## config.mk

```make
export PLATFORM = sky130hd
export DESIGN_NAME = mem_sec_gate
export DESIGN_NICKNAME = d
export VERILOG_FILES = /design/src/rtl/sec_gate_pkg.sv /design/src/rtl/sec_region_map.sv /design/src/rtl/sec_key_seq.sv /design/src/rtl/sec_state.sv /design/src/rtl/mem_sec_gate.sv
export SDC_FILE = /design/constraint.sdc
export NUM_CORES = 1
export LEC_CHECK = 0
export ABC_AREA = 1
export BUFFER_PORTS_ARGS = -buffer_cell sky130_fd_sc_hd__clkbuf_2
export CORE_MARGIN = 2
export CORE_UTILIZATION = 41
export CTS_BUF_LIST = sky130_fd_sc_hd__clkbuf_2 sky130_fd_sc_hd__clkbuf_4 sky130_fd_sc_hd__clkbuf_8
export DETAILED_ROUTE_END_ITERATION = 6
export PLACE_DENSITY = 0.93
export SLEW_MARGIN = 20
export SYNTH_ARGS = -nofsm -noshare
export SYNTH_HDL_FRONTEND = slang
export SYNTH_SLANG_ARGS = --single-unit
```

## constraint.sdc

```tcl
create_clock -name clk -period 6 [get_ports clk]
set_clock_uncertainty 0.05 [all_clocks]
set_input_delay 1.2 -clock clk [delete_from_list [all_inputs] [get_ports clk]]
set_output_delay 1.2 -clock clk [all_outputs]
set_load 0.1 [all_outputs]
```

## src/rtl/sec_gate_pkg.sv

```systemverilog
package sec_gate_pkg;

  typedef enum logic {
    VAR_FULL       = 1'b0,
    VAR_FLASH_ONLY = 1'b1
  } sec_variant_e;

  // Only this code of the two-bit field leaves the full variant open.
  localparam logic [1:0] SEC_OPEN_CODE = 2'b10;

  localparam int unsigned KEY_BYTE_W = 8;

endpackage

```

## src/rtl/sec_region_map.sv

```systemverilog
module sec_region_map
  import sec_gate_pkg::*;
#(
  parameter int unsigned         ADDR_W   = 16,
  parameter sec_variant_e        VARIANT  = VAR_FULL,
  parameter logic [ADDR_W-1:0]   RAM_LO   = 16'h0080,
  parameter logic [ADDR_W-1:0]   RAM_HI   = 16'h107F,
  parameter logic [ADDR_W-1:0]   FLASH_LO = 16'h1080,
  parameter logic [ADDR_W-1:0]   FLASH_HI = 16'hFFFF
) (
  input  logic [ADDR_W-1:0] addr_i,
  output logic              prot_o
);

  logic in_flash;
  assign in_flash = (addr_i >= FLASH_LO) && (addr_i <= FLASH_HI);

  generate
    if (VARIANT == VAR_FULL) begin : g_full
      logic in_ram;
      assign in_ram = (addr_i >= RAM_LO) && (addr_i <= RAM_HI);
      assign prot_o = in_ram || in_flash;
    end else begin : g_flash_only
      assign prot_o = in_flash;
    end
  endgenerate

endmodule

```

## src/rtl/sec_key_seq.sv

```systemverilog
module sec_key_seq
  import sec_gate_pkg::*;
#(
  parameter sec_variant_e VARIANT   = VAR_FULL,
  parameter int unsigned  KEY_BYTES = 8,
  localparam int unsigned IDX_W     = (KEY_BYTES > 1) ? $clog2(KEY_BYTES) : 1,
  localparam int unsigned KEY_W     = KEY_BYTES * KEY_BYTE_W
) (
  input  logic                  clk,
  input  logic                  rst_n,
  input  logic                  opt_keyen_i,
  input  logic [KEY_W-1:0]      opt_key_i,
  input  logic                  erase_i,
  input  logic                  secured_i,
  input  logic                  origin_trusted_i,
  input  logic                  key_valid_i,
  input  logic [KEY_BYTE_W-1:0] key_data_i,
  output logic                  unlock_o
);

  logic                  keyen_q;
  logic                  locked_q;
  logic [IDX_W-1:0]      idx_q;
  logic [KEY_BYTE_W-1:0] want_byte;
  logic                  take;
  logic                  hit;
  logic                  last;

  always_comb begin
    want_byte = '0;
    for (int b = 0; b < KEY_BYTES; b++) begin
      if (idx_q == IDX_W'(b)) want_byte = opt_key_i[b*KEY_BYTE_W +: KEY_BYTE_W];
    end
  end

  generate
    if (VARIANT == VAR_FULL) begin : g_key
      assign take = key_valid_i && secured_i && keyen_q && origin_trusted_i && !locked_q;
    end else begin : g_nokey
      assign take = 1'b0;
    end
  endgenerate

  assign hit      = (key_data_i == want_byte);
  assign last     = (idx_q == IDX_W'(KEY_BYTES - 1));
  assign unlock_o = take && hit && last && !erase_i;

  always_ff @(posedge clk) begin
    if (!rst_n) begin
      keyen_q  <= opt_keyen_i;
      locked_q <= 1'b0;
      idx_q    <= '0;
    end else if (erase_i) begin
      locked_q <= 1'b0;
      idx_q    <= '0;
    end else if (take) begin
      if (!hit) begin
        locked_q <= 1'b1;
        idx_q    <= '0;
      end else if (last) begin
        idx_q    <= '0;
      end else begin
        idx_q    <= idx_q + IDX_W'(1);
      end
    end
  end

  AST_LOCK_HOLDS: assert property (@(posedge clk) disable iff (!rst_n)
    (locked_q && !erase_i) |=> locked_q);

  AST_NO_UNLOCK_WHEN_OPEN: assert property (@(posedge clk) disable iff (!rst_n)
    !secured_i |-> !unlock_o);

  AST_NO_UNLOCK_UNTRUSTED: assert property (@(posedge clk) disable iff (!rst_n)
    !origin_trusted_i |-> !unlock_o);

  AST_IDX_IN_RANGE: assert property (@(posedge clk) disable iff (!rst_n)
    idx_q <= IDX_W'(KEY_BYTES - 1));

endmodule

```

## src/rtl/sec_state.sv

```systemverilog
module sec_state
  import sec_gate_pkg::*;
#(
  parameter sec_variant_e VARIANT = VAR_FULL
) (
  input  logic       clk,
  input  logic       rst_n,
  input  logic [1:0] opt_sec_i,
  input  logic       erase_i,
  input  logic       unlock_i,
  output logic       secured_o
);

  logic load_val;
  logic secured_q;

  generate
    if (VARIANT == VAR_FULL) begin : g_two_bit
      assign load_val = (opt_sec_i != SEC_OPEN_CODE);
    end else begin : g_one_bit
      logic unused_hi;
      assign unused_hi = opt_sec_i[1];
      assign load_val  = opt_sec_i[0];
    end
  endgenerate

  always_ff @(posedge clk) begin
    if (!rst_n) begin
      secured_q <= load_val;
    end else if (erase_i || unlock_i) begin
      secured_q <= 1'b0;
    end
  end

  assign secured_o = secured_q;

  AST_ERASE_CLEARS: assert property (@(posedge clk) disable iff (!rst_n)
    erase_i |=> !secured_q);

  AST_DROP_ONLY_BY_CAUSE: assert property (@(posedge clk) disable iff (!rst_n)
    $fell(secured_q) |-> $past(erase_i || unlock_i));

endmodule

```

## src/rtl/mem_sec_gate.sv

```systemverilog
module mem_sec_gate
  import sec_gate_pkg::*;
#(
  parameter int unsigned       ADDR_W    = 16,
  parameter int unsigned       KEY_BYTES = 8,
  parameter sec_variant_e      VARIANT   = VAR_FULL,
  parameter logic [ADDR_W-1:0] RAM_LO    = 16'h0080,
  parameter logic [ADDR_W-1:0] RAM_HI    = 16'h107F,
  parameter logic [ADDR_W-1:0] FLASH_LO  = 16'h1080,
  parameter logic [ADDR_W-1:0] FLASH_HI  = 16'hFFFF,
  localparam int unsigned      DATA_W    = KEY_BYTE_W,
  localparam int unsigned      KEY_W     = KEY_BYTES * KEY_BYTE_W
) (
  input  logic              clk,
  input  logic              rst_n,
  input  logic [1:0]        opt_sec_i,
  input  logic              opt_keyen_i,
  input  logic [KEY_W-1:0]  opt_key_i,
  input  logic              erase_done_i,
  input  logic [ADDR_W-1:0] exec_pc_i,
  input  logic              m_valid_i,
  output logic              m_ready_o,
  input  logic              m_write_i,
  input  logic [ADDR_W-1:0] m_addr_i,
  input  logic [DATA_W-1:0] m_wdata_i,
  output logic [DATA_W-1:0] m_rdata_o,
  output logic              s_valid_o,
  input  logic              s_ready_i,
  output logic              s_write_o,
  output logic [ADDR_W-1:0] s_addr_o,
  output logic [DATA_W-1:0] s_wdata_o,
  input  logic [DATA_W-1:0] s_rdata_i,
  input  logic              key_valid_i,
  output logic              key_ready_o,
  input  logic [DATA_W-1:0] key_data_i,
  output logic              secured_o
);

  logic acc_prot;
  logic pc_prot;
  logic unlock;
  logic blocked;

  sec_region_map #(
    .ADDR_W(ADDR_W), .VARIANT(VARIANT),
    .RAM_LO(RAM_LO), .RAM_HI(RAM_HI), .FLASH_LO(FLASH_LO), .FLASH_HI(FLASH_HI)
  ) u_map_acc (
    .addr_i (m_addr_i),
    .prot_o (acc_prot)
  );

  sec_region_map #(
    .ADDR_W(ADDR_W), .VARIANT(VARIANT),
    .RAM_LO(RAM_LO), .RAM_HI(RAM_HI), .FLASH_LO(FLASH_LO), .FLASH_HI(FLASH_HI)
  ) u_map_pc (
    .addr_i (exec_pc_i),
    .prot_o (pc_prot)
  );

  sec_key_seq #(
    .VARIANT(VARIANT), .KEY_BYTES(KEY_BYTES)
  ) u_key (
    .clk              (clk),
    .rst_n            (rst_n),
    .opt_keyen_i      (opt_keyen_i),
    .opt_key_i        (opt_key_i),
    .erase_i          (erase_done_i),
    .secured_i        (secured_o),
    .origin_trusted_i (pc_prot),
    .key_valid_i      (key_valid_i),
    .key_data_i       (key_data_i),
    .unlock_o         (unlock)
  );

  sec_state #(
    .VARIANT(VARIANT)
  ) u_state (
    .clk       (clk),
    .rst_n     (rst_n),
    .opt_sec_i (opt_sec_i),
    .erase_i   (erase_done_i),
    .unlock_i  (unlock),
    .secured_o (secured_o)
  );

  assign blocked     = secured_o && acc_prot && !pc_prot;
  assign s_valid_o   = m_valid_i && !blocked;
  assign s_write_o   = m_write_i;
  assign s_addr_o    = m_addr_i;
  assign s_wdata_o   = m_wdata_i;
  assign m_ready_o   = blocked ? 1'b1 : s_ready_i;
  assign m_rdata_o   = blocked ? '0 : s_rdata_i;
  assign key_ready_o = 1'b1;

  AST_BLOCKED_READ_ZERO: assert property (@(posedge clk) disable iff (!rst_n)
    (secured_o && m_valid_i && !m_write_i && acc_prot && !pc_prot)
      |-> (m_rdata_o == '0 && !s_valid_o && m_ready_o));

  AST_BLOCKED_WRITE_DROPPED: assert property (@(posedge clk) disable iff (!rst_n)
    (secured_o && m_valid_i && m_write_i && acc_prot && !pc_prot)
      |-> (!s_valid_o && m_ready_o));

  AST_OPEN_PASSES: assert property (@(posedge clk) disable iff (!rst_n)
    (!secured_o && m_valid_i) |-> (s_valid_o && m_ready_o == s_ready_i));

endmodule

```

==> summary.md <==
| Metric | Value |
|---|---|
| Core Footprint | 4030 µm² |
| Num CTS Buffers | 3 |
| Largest net degree at the start of global routing | 18 |
| Drt via density | 4.41 |
| Rel. slew slack | 49.2% |
| Syn avg cell area | 4.93 µm² |
| Most instantiated cells after synthesis | nand2_1, inv_1, nor2_1 |
| TritonCTS Sinks | 6 |
| Clock Tree Root | clkbuf_8 |
| Post-Syn Instances | 349 |
| H-Tree Depth | 1 |
| Non-Filler Instances | 495 |
| Post-synthesis register bit count | 6 |
| Post-synth net total | 485 |
| Cells after DPL | 491 |
| Main combinational cell family by area after synthesis | simple AND/OR/NAND/NOR gates |
| Kind of critical path | in -> out |
| Antenna violations before repair | 0 |
| Pre-antenna DRT Iters | 4 |
| Top_reg_cell synth | dfxtp_1 |
| Worst Setup SP | exec_pc_i[8] |
| Final core utilization | 55.2% |
| DP Area | 2180 µm² |
| Hold slack final | 0.415 ns |
| Post-route cell area | 2220 µm² |
| WL/cell | 9.47 µm |
| Synth area leaders | nand2_1, inv_1, buf_4 |
| Critical Path RT | 4.75 ns |
| Ys Warns | 0 |
| Top-count cell post-synth | nand2_1 |
| Hold Path Class | reg -> reg |
| Proportion of layout cells with a drive suffix above 1 | 34.6% |
| Final total negative setup slack | 0 ns |
| CTS tree | yes |
| Fill count | 415 |
| Post-Synth XOR/XNOR Area | 0% |
| Post-synth top area cell | nand2_1 |
| Crit start category | input port |
| Dpl ws | 1.62 ns |
| DRT Wirelength | 4690 µm |
| Max VDD drop | 0.106 mV |
| Compound-Gate Fraction of Synth Area | 4.43% |
| First-pass GRT wire length | 6910 µm |
| Area of the multi-input gates | 1090 µm² |
| Post-synth EDFFs | 2 |
| Die area | 4730 µm² |
| Lkg Pwr | 1.49 nW |
| GPL Wtd Cong | 0.825 |
| Final net count | 582 |
| Number of gates resized after CTS | 0 |
| Initial drt markers | 50 |
| Post-CTS Hold Fix Bufs | 0 |
| I/O Pins | 167 |
| DIE HEIGHT | 68.8 µm |
| Synthesized cell area | 1720 µm² |
| Number of max-cap violations | 0 |
| Port Buffers | 126 |
| Status | finished clean |
| Power, Total | 0.238 mW |
| Setup crit end kind | output pin |
| WP data arrival | 3.14 ns |
| Final antenna-violating net count | 0 |
| Worst slew pin tran | 0.759 ns |
| # rows | 23 |
| Tcrit/Tclk final | 73.2% |
| Simple-Gate Fraction of Synth Area | 54.6% |
| Asr flop ratio synth | 0% |
| CTS max path bufs | 2 |
| Synth Area in Adders | 4.36% |
| PD cells | 107 nW/µm² |
| Synth top area share | 30.3% |
| Minimum clock period after layout | 4.39 ns |
| Die X | 68.8 µm |
| CTS clock-pin slew for the worst setup and hold paths | 0.03 ns |
| Setup ws final | 1.61 ns |
| Pins Over Slew Limit | 0 |
| Drt drc | 0 |
| Layout area overhead | 29.2% |
| Number of global-route vias before repair | 1733 |
| Post-CTS setup buffer count | 0 |
| Reg area | 140 µm² |
| Total global-route track usage | 18.7% |
| Sequential area share after synthesis | 8.14% |
| FF-to-FF Start | u_key.idx_q[2]$_SDFFE_PP0N_ |
| RSZ-0062 raised after global routing | no |
| Post-synthesis cell type count | 26 |
| Diode count | 0 |
| Skew-Pair Late Insertion Delay | 0.22 ns |
| Via count | 2183 |
| Final hold vios | 0 |
| F_max | 228 MHz |
| Detailed placement HPWL | 4090 µm |
| Crit Path Max Fanout | 10 |
| GRT overflow | 0 |
| Initial Util | 42.7% |
| Final Setup Violations | 0 |
| Mux contribution to synthesized area | 0% |
| HP Start | u_key.locked_q$_SDFFE_PP0P_ |
## worst paths after layout
path	to	slack [ns]	depth (start not counted)
worst min-delay path	u_key.locked_q$_SDFFE_PP0P_	0.41	2
worst min register to register	u_key.locked_q$_SDFFE_PP0P_	0.41	2
worst max-delay path	m_ready_o	1.61	8
worst max register to register	u_state.secured_o$_SDFFCE_PP0P_	3.29	19
## cells in the final DEF, fill, tap and decap left out, types with 3 or more instances in the layout
master,synthesis,final
nand3_1,19,19
or2_2,16,16
nor4_1,3,3
a21oi_1,5,5
nand2_1,139,139
nand2_2,3,3
ha_1,6,6
clkinv_1,5,5
inv_1,59,59
o21ai_0,8,8
nand4_1,4,4
clkbuf_2,1,126
nor2_1,32,32
clkbuf_8,0,3
dfxtp_1,4,4
## worst max-delay path: stages
cell and delay (ns):
clkbuf_2 0.08, nor4_1 0.32, nand2_1 0.09, nor2_1 0.13
nand2_1 0.08, a31oi_1 0.58, or2_2 0.22, clkbuf_2 0.44
## report_power, final
group	switching (mW)	internal [mW]
combinational	0.0880	0.0392
sequential	0.000627	0.0439
clock	0.0165	0.0501
## flip-flops by register name, summed over array words and instances, names as in the netlist
signal	cells
u_key.keyen_q	1
u_state.secured_o	1
u_key.locked_q	1
u_key.idx_q	3
## final cells by class
class	count	share of cell area, %
Timing Repair Buffer	126	28.3
Tap cell	50	2.81
Inverter	66	11.1
Sequential cell	6	6.30
Clock buffer	4	2.19
Multi-Input combinational cell	243	49.2
## routing by layer
metal / track usage, % / up-vias / share of wire (%)
met5: 0 / - / 0
met4: 4.66 / 0 / 1.3
met3: 2.76 / 12 / 4.9
met2: 32.5 / 59 / 49
met1: 24.2 / 915 / 44
li1: - / 1197 / -
## kinds of logic after synthesis
kind of cell,Yosys count
flip-flops,6
adder cells (fa/ha/maj),6
buffers and inverters,100
AND/OR/NAND/NOR,221
AO/OA/AOI/OAI,15
other,1
No activity file was read; power rests on OpenSTA's default activity.
